<file path="config.mk">
export PLATFORM = sky130hd
export DESIGN_NAME = mc8_core
export DESIGN_NICKNAME = d
export VERILOG_FILES = /design/src/rtl/mc8_pkg.sv /design/src/rtl/mc8_regfile.sv /design/src/rtl/mc8_dmem.sv /design/src/rtl/mc8_alu.sv /design/src/rtl/mc8_ctrl.sv /design/src/rtl/mc8_core.sv
export SDC_FILE = /design/constraint.sdc
export NUM_CORES = 2
export LEC_CHECK = 0
export ABC_CLOCK_PERIOD_IN_PS = 4550
export BUFFER_PORTS_ARGS = -buffer_cell sky130_fd_sc_hd__buf_2
export CAP_MARGIN = 20
export CORE_MARGIN = 5
export CORE_UTILIZATION = 40
export CTS_BUF_LIST = sky130_fd_sc_hd__clkbuf_2
export CTS_CLUSTER_SIZE = 30
export DETAILED_ROUTE_END_ITERATION = 12
export PLACE_DENSITY_LB_ADDON = 0.2
export SLEW_MARGIN = 20
export SYNTH_ARGS = -nofsm -noshare
export SYNTH_HDL_FRONTEND = slang
export SYNTH_SLANG_ARGS = --single-unit
</file>
<file path="constraint.sdc">
create_clock -name clk -period 4.55 [get_ports clk]
set_clock_uncertainty 0.05 [all_clocks]
set_input_delay 0.2275 -clock clk [delete_from_list [all_inputs] [get_ports clk]]
set_output_delay 0.2275 -clock clk [all_outputs]
set_load 0.05 [all_outputs]
</file>
<file path="src/rtl/mc8_pkg.sv">
package mc8_pkg;
   typedef logic [3:0] opc_t;

   localparam opc_t OPC_LDD = 4'h0;
   localparam opc_t OPC_STD = 4'h1;
   localparam opc_t OPC_STI = 4'h2;
   localparam opc_t OPC_LDI = 4'h3;
   localparam opc_t OPC_ADD = 4'h4;
   localparam opc_t OPC_SUB = 4'h5;
   localparam opc_t OPC_BRZ = 4'h6;

   typedef enum logic [2:0] {
      PH_FETCH, PH_DECODE, PH_OPND, PH_EXEC, PH_WBACK, PH_DONE, PH_HALT
   } phase_e;
endpackage

</file>
<file path="src/rtl/mc8_regfile.sv">
module mc8_regfile #(
   parameter int W     = 8,
   parameter int DEPTH = 16,
   localparam int AW   = $clog2(DEPTH)
) (
   input  logic          clk,
   input  logic          rst,
   input  logic [AW-1:0] ra_idx,
   input  logic [AW-1:0] rb_idx,
   input  logic [AW-1:0] dbg_idx,
   input  logic          we,
   input  logic [AW-1:0] wa,
   input  logic [W-1:0]  wd,
   output logic [W-1:0]  ra_q,
   output logic [W-1:0]  rb_q,
   output logic [W-1:0]  dbg_q
);
   logic [W-1:0] rd_arr [DEPTH];

   for (genvar i = 0; i < DEPTH; i++) begin : g_reg
      logic [W-1:0] q;
      always_ff @(posedge clk) begin
         if (rst)
            q <= '0;
         else if (we && wa == AW'(i))
            q <= wd;
      end
      assign rd_arr[i] = q;
   end

   assign ra_q  = rd_arr[ra_idx];
   assign rb_q  = rd_arr[rb_idx];
   assign dbg_q = rd_arr[dbg_idx];
endmodule

</file>
<file path="src/rtl/mc8_dmem.sv">
module mc8_dmem #(
   parameter int W     = 8,
   parameter int AW    = 8,
   localparam int DEPTH = 1 << AW
) (
   input  logic          clk,
   input  logic          rst,
   input  logic [AW-1:0] rd_addr,
   output logic [W-1:0]  rd_q,
   input  logic          we,
   input  logic [AW-1:0] wr_addr,
   input  logic [W-1:0]  wr_d,
   input  logic [AW-1:0] dbg_addr,
   output logic [W-1:0]  dbg_q
);
   logic [W-1:0] mem [DEPTH];

   always_ff @(posedge clk) begin
      if (rst) begin
         for (int i = 0; i < DEPTH; i++) mem[i] <= '0;
      end else if (we) begin
         mem[wr_addr] <= wr_d;
      end
   end

   assign rd_q  = mem[rd_addr];
   assign dbg_q = mem[dbg_addr];
endmodule

</file>
<file path="src/rtl/mc8_alu.sv">
module mc8_alu
   import mc8_pkg::*;
#(
   parameter int W = 8
) (
   input  opc_t         op,
   input  logic [W-1:0] a,
   input  logic [W-1:0] b,
   input  logic [W-1:0] imm,
   input  logic [W-1:0] mem,
   output logic [W-1:0] res
);
   always_comb begin
      case (op)
         OPC_LDD: res = mem;
         OPC_LDI: res = imm;
         OPC_ADD: res = a + b;
         OPC_SUB: res = a - b;
         default: res = a;
      endcase
   end
endmodule

</file>
<file path="src/rtl/mc8_ctrl.sv">
module mc8_ctrl
   import mc8_pkg::*;
#(
   parameter int W    = 8,
   parameter int PC_W = 10,
   localparam int IW  = 2 * W
) (
   input  logic          clk,
   input  logic          rst,
   input  logic [PC_W:0] prog_len,
   input  logic [IW-1:0] imem_data,
   input  logic [W-1:0]  ra_q,
   input  logic [W-1:0]  rb_q,
   input  logic [W-1:0]  dm_q,
   input  logic [W-1:0]  alu_res,
   output logic [3:0]    rn_idx,
   output logic [3:0]    rm_idx,
   output logic [W-1:0]  dm_rd_addr,
   output logic          rf_we,
   output logic [W-1:0]  rf_wd,
   output logic          dm_we,
   output logic [W-1:0]  dm_wa,
   output logic [W-1:0]  dm_wd,
   output opc_t          alu_op,
   output logic [W-1:0]  alu_a,
   output logic [W-1:0]  alu_b,
   output logic [W-1:0]  alu_imm,
   output logic [W-1:0]  alu_mem,
   output logic [PC_W-1:0] pc,
   output logic          done,
   output logic          halted
);
   phase_e       phase;
   logic [IW-1:0] ir;
   logic [W-1:0] opa, opb, mdr, res;
   logic         take;

   opc_t         opc;
   logic [W-1:0] sb;

   assign opc    = ir[IW-1 -: 4];
   assign rn_idx = ir[IW-5 -: 4];
   assign sb     = ir[W-1:0];
   assign rm_idx = sb[W-1 -: 4];

   always_ff @(posedge clk) begin
      if (rst) begin
         phase <= PH_FETCH;
         pc    <= '0;
         ir    <= '0;
         opa   <= '0;
         opb   <= '0;
         mdr   <= '0;
         res   <= '0;
         take  <= 1'b0;
      end else begin
         case (phase)
            PH_FETCH: begin
               if ({1'b0, pc} >= prog_len) begin
                  phase <= PH_DONE;
               end else begin
                  ir    <= imem_data;
                  phase <= PH_DECODE;
               end
            end
            PH_DECODE: begin
               if (opc > OPC_BRZ) begin
                  phase <= PH_HALT;
               end else begin
                  opa   <= ra_q;
                  opb   <= rb_q;
                  phase <= PH_OPND;
               end
            end
            PH_OPND: begin
               mdr   <= dm_q;
               phase <= PH_EXEC;
            end
            PH_EXEC: begin
               res   <= alu_res;
               take  <= (opc == OPC_BRZ) && (opa == '0);
               phase <= PH_WBACK;
            end
            PH_WBACK: begin
               pc    <= take ? pc + PC_W'(signed'(sb)) : pc + PC_W'(1);
               phase <= PH_FETCH;
            end
            default: phase <= phase;
         endcase
      end
   end

   assign dm_rd_addr = sb;
   assign alu_op  = opc;
   assign alu_a   = opa;
   assign alu_b   = opb;
   assign alu_imm = sb;
   assign alu_mem = mdr;

   always_comb begin
      rf_we = (phase == PH_WBACK) &&
              (opc == OPC_LDD || opc == OPC_LDI || opc == OPC_ADD || opc == OPC_SUB);
      rf_wd = res;
      dm_we = (phase == PH_WBACK) && (opc == OPC_STD || opc == OPC_STI);
      dm_wa = (opc == OPC_STI) ? opa : sb;
      dm_wd = (opc == OPC_STI) ? opb : opa;
   end

   assign done   = (phase == PH_DONE);
   assign halted = (phase == PH_HALT);
endmodule

</file>
<file path="src/rtl/mc8_core.sv">
module mc8_core
   import mc8_pkg::*;
#(
   parameter int W       = 8,
   parameter int REG_CNT = 16,
   parameter int DMEM_AW = 8,
   parameter int PC_W    = 10,
   localparam int REG_AW = $clog2(REG_CNT),
   localparam int IW     = 2 * W
) (
   input  logic            clk,
   input  logic            rst,
   input  logic [PC_W:0]   prog_len,
   output logic [PC_W-1:0] imem_addr,
   input  logic [IW-1:0]   imem_data,
   input  logic            dbg_mem_sel,
   input  logic [W-1:0]    dbg_addr,
   output logic [W-1:0]    dbg_data,
   output logic            done,
   output logic            halted
);
   if (W != 8) begin : g_bad_w
      $error("mc8_core: encoding needs W == 8");
   end
   if (REG_CNT < 2 || REG_CNT > 16 || (REG_CNT & (REG_CNT - 1)) != 0) begin : g_bad_regs
      $error("mc8_core: REG_CNT must be a power of two from 2 to 16");
   end
   if (DMEM_AW < 1 || DMEM_AW > W) begin : g_bad_dmem
      $error("mc8_core: DMEM_AW must lie in 1..W");
   end
   if (PC_W < W) begin : g_bad_pc
      $error("mc8_core: PC_W must be at least W");
   end

   logic [3:0]   rn_idx, rm_idx;
   logic [W-1:0] ra_q, rb_q, rf_wd, rf_dbg_q;
   logic         rf_we, dm_we;
   logic [W-1:0] dm_rd_addr, dm_q, dm_wa, dm_wd, dm_dbg_q;
   opc_t         alu_op;
   logic [W-1:0] alu_a, alu_b, alu_imm, alu_mem, alu_res;

   mc8_ctrl #(.W(W), .PC_W(PC_W)) i_ctrl (
      .clk(clk), .rst(rst), .prog_len(prog_len), .imem_data(imem_data),
      .ra_q(ra_q), .rb_q(rb_q), .dm_q(dm_q), .alu_res(alu_res),
      .rn_idx(rn_idx), .rm_idx(rm_idx), .dm_rd_addr(dm_rd_addr),
      .rf_we(rf_we), .rf_wd(rf_wd), .dm_we(dm_we), .dm_wa(dm_wa), .dm_wd(dm_wd),
      .alu_op(alu_op), .alu_a(alu_a), .alu_b(alu_b), .alu_imm(alu_imm),
      .alu_mem(alu_mem), .pc(imem_addr), .done(done), .halted(halted)
   );

   mc8_regfile #(.W(W), .DEPTH(REG_CNT)) i_rf (
      .clk(clk), .rst(rst),
      .ra_idx(rn_idx[REG_AW-1:0]), .rb_idx(rm_idx[REG_AW-1:0]),
      .dbg_idx(dbg_addr[REG_AW-1:0]),
      .we(rf_we), .wa(rn_idx[REG_AW-1:0]), .wd(rf_wd),
      .ra_q(ra_q), .rb_q(rb_q), .dbg_q(rf_dbg_q)
   );

   mc8_dmem #(.W(W), .AW(DMEM_AW)) i_dm (
      .clk(clk), .rst(rst),
      .rd_addr(dm_rd_addr[DMEM_AW-1:0]), .rd_q(dm_q),
      .we(dm_we), .wr_addr(dm_wa[DMEM_AW-1:0]), .wr_d(dm_wd),
      .dbg_addr(dbg_addr[DMEM_AW-1:0]), .dbg_q(dm_dbg_q)
   );

   mc8_alu #(.W(W)) i_alu (
      .op(alu_op), .a(alu_a), .b(alu_b), .imm(alu_imm), .mem(alu_mem), .res(alu_res)
   );

   assign dbg_data = dbg_mem_sel ? dm_dbg_q : rf_dbg_q;
endmodule

</file>
==> flow_summary.toml <==
[synth]
synthDominantCellAreaShare_pct = 52.8
ys_async_sr_fraction_pct = 0
synthFlopType = "edfxtp_1"
netlist-cell-type-count = 68
ys_seq_area_share_pct = 56.0
synth_area_leaders = "edfxtp_1 (53%), mux4_2 (21%), nor2_1 (7.1%)"
synth_edf_count = 2048
synth_warnings = 0
synth-seq-cells = 2238
syn_nets = 8672
syn_inst = 8605
yosysTopAreaCell = "edfxtp_1"
synthesis.area_sq_um = 117000
avgSynthCellArea_sq_um = 13.5

[clock_tree]
clk_latency_ps = 2120
clk_pin_slew_ps = 110
cts.sinks = 2238
numCtsBuffers = 604
cts_tree = "done"
htreeDepth = 6
ctsRootBufferMaster = "clkbuf_2"
cts_buffer_depth = 4

[detailed_routing]
dr.pass1.iters = 6
antenna_left = 0
vias = 82935
drt_iter0_markers = 10548
vias_per_cell = 6.25
wl_per_cell_um = 31.7
routed_wl_um = 421000
drc = 0

[floorplanning]
row_count = 198
die_width_um = 550
coreArea_sq_um = 291000
num_io_pins = 58
design.die.area_sq_um = 302000
initial_core_util_pct = 40.1
dieHeight_um = 550

[placed_design]
gp_congestion = 0.971
preCtsSetupSlack_ps = 112
hpwl_um = 282000
portBuffers = 57
place_area_sq_um = 123000

[hold_path]
hold_path_class = "in2reg"

[outcome]
violations = "negative setup slack"
status = "finished with violations"

[timing]
max-slew-margin-rel_pct = 23.4
period_minus_slack_ps = 4900
worstMarginPinSlew_ps = 1140
setup_tns_ps = -2310
clock.fmax_mhz = 204
period_share_pct = 108
drv_slew = 0
setup_ws_ps = -349
rsz0062_at_grt = "yes"
hold_viol_final = 0
report.final.setup_viol = 8

[layout]
fillCellCount = 26368
stdcell_area_sq_um = 130000
final_common_cell = "nor2_1"
layout.nets = 9013
multi_input_area_sq_um = 49000
drive_above_1_share_pct = 27.5
layout_common_cells = "nor2_1 (2203), edfxtp_1 (2048), mux4_2 (1063)"
final_core_util_pct = 44.6
regArea_sq_um = 65300
area_growth_syn_to_layout_pct = 11.3

[power]
power_density_nw_per_um2 = 354
ir_drop_mv = 0.222
p_leak_nw = 42.2

[global_routing]
antenna_found_initial = 17
grt-ovfl-total = 0
grt_max_degree = 143
globalRouteTotalUtil_pct = 27.2
grt_pass1_wl_um = 598000
grt_pass1_vias = 82742

[setup_path]
crit_path_end_kind = "primary output"
worstPathMaxFanout = 2
path_class = "reg2out"
required_ps = 4270
critPathArrivalTime_ps = 4620
startpoint_type = "register"

[run]
cap_violations = 0
## area by class of cell
cell class              count  share of cell area (%)
inverters                  39                   0.113
multi-input cells        5567                    37.7
flip-flops and latches   2238                    50.4
well taps                3900                    3.76
clock buffers             835                    3.22
clock inverters           190                   0.883
diodes                     14                  0.0270
repair buffers            496                    3.88
## routing by layer
metal	wire length, um	global-route usage [%]	up-vias
li1	-	-	33986
met1	158000	36.3	42799
met2	193000	42.2	5235
met3	46700	6.40	907
met4	22700	12.8	8
met5	50	0	-
## critical path: stages (launching register included)
cell and delay, ps:
edfxtp_1 380, mux4_2 280, a22oi_1 120, a221oi_1 970, a21oi_4 240, o221ai_4 360
buf_12 180
## stage by stage
stage / hold slack, ps / total power, mW / std cells
after floorplan: 333 / 28.3 / 8605
after global placement: 414 / 31.4 / 12154
after CTS: 21.7 / 46.0 / 13264
after global routing: 176 / 47.5 / 13271
final: 335 / 45.9 / 13279
after detailed placement: 428 / 31.4 / 12154
## state kept, by name, summed over array words and instances, names as in the netlist
| signal | flops |
|---|---|
| i_dm.mem | 2048 |
| i_rf.g.q | 128 |
| i_ctrl.ir | 16 |
| i_ctrl.pc | 10 |
| i_ctrl.alu_a | 8 |
| i_ctrl.alu_b | 8 |
| i_ctrl.alu_mem | 8 |
| i_ctrl.rf_wd | 8 |
| i_ctrl.phase | 3 |
| i_ctrl.take | 1 |
## cells in the mapped netlist (95+ instances only)
cell,n
nand2b_1,306
mux2i_1,426
clkbuf_1,389
mux4_2,1063
nand2_1,429
a21oi_1,155
o22ai_1,95
a22oi_1,143
buf_2,287
dfxtp_1,190
edfxtp_1,2048
nor2_1,2213
o21ai_0,99
## repair_timing
| item | in CTS | in global routing |
|---|---|---|
| pin swaps | 35 | 15 |
| hold buffers | 79 | 0 |
| endpoints found under the hold margin | 3933 | 0 |
| setup buffers | 6 | 1 |
| gates resized for setup | 158 | 22 |
| setup endpoints to repair | 8 | 9 |
## path summary, 6_finish.rpt
kind | from | end | slack (ps) | cells past startpoint
worst min register to register | i_rf.g_reg[3].q[5] | i_rf.g_reg[3].q[5] | 440 | 2
worst max register to register | i_ctrl.pc[5] | i_ctrl.ir[6] | 210 | 11
worst min-delay path | rst | i_rf.g_reg[11].q[0] | 330 | 6
worst max-delay path | i_dm.mem[196][6] | dbg_data[6] | -350 | 6
## logic make-up after synthesis
family | count (synthesis) | share of synthesized area [%]
compound gates | 809 | 4.73
xor+xnor | 15 | 0.113
fa+ha+maj | 29 | 0.324
buf+inv | 800 | 2.93
flops | 2238 | 56.0
mux | 1503 | 24.3
simple gates | 3211 | 11.5
## report_power, final
part	internal (mW)	switching [mW]
Combinational	3.09	4.60
Sequential	23.0	0.610
Clock	5.41	9.13
Total	31.5	14.3
Note: power is estimated with default switching activity, not from simulation.
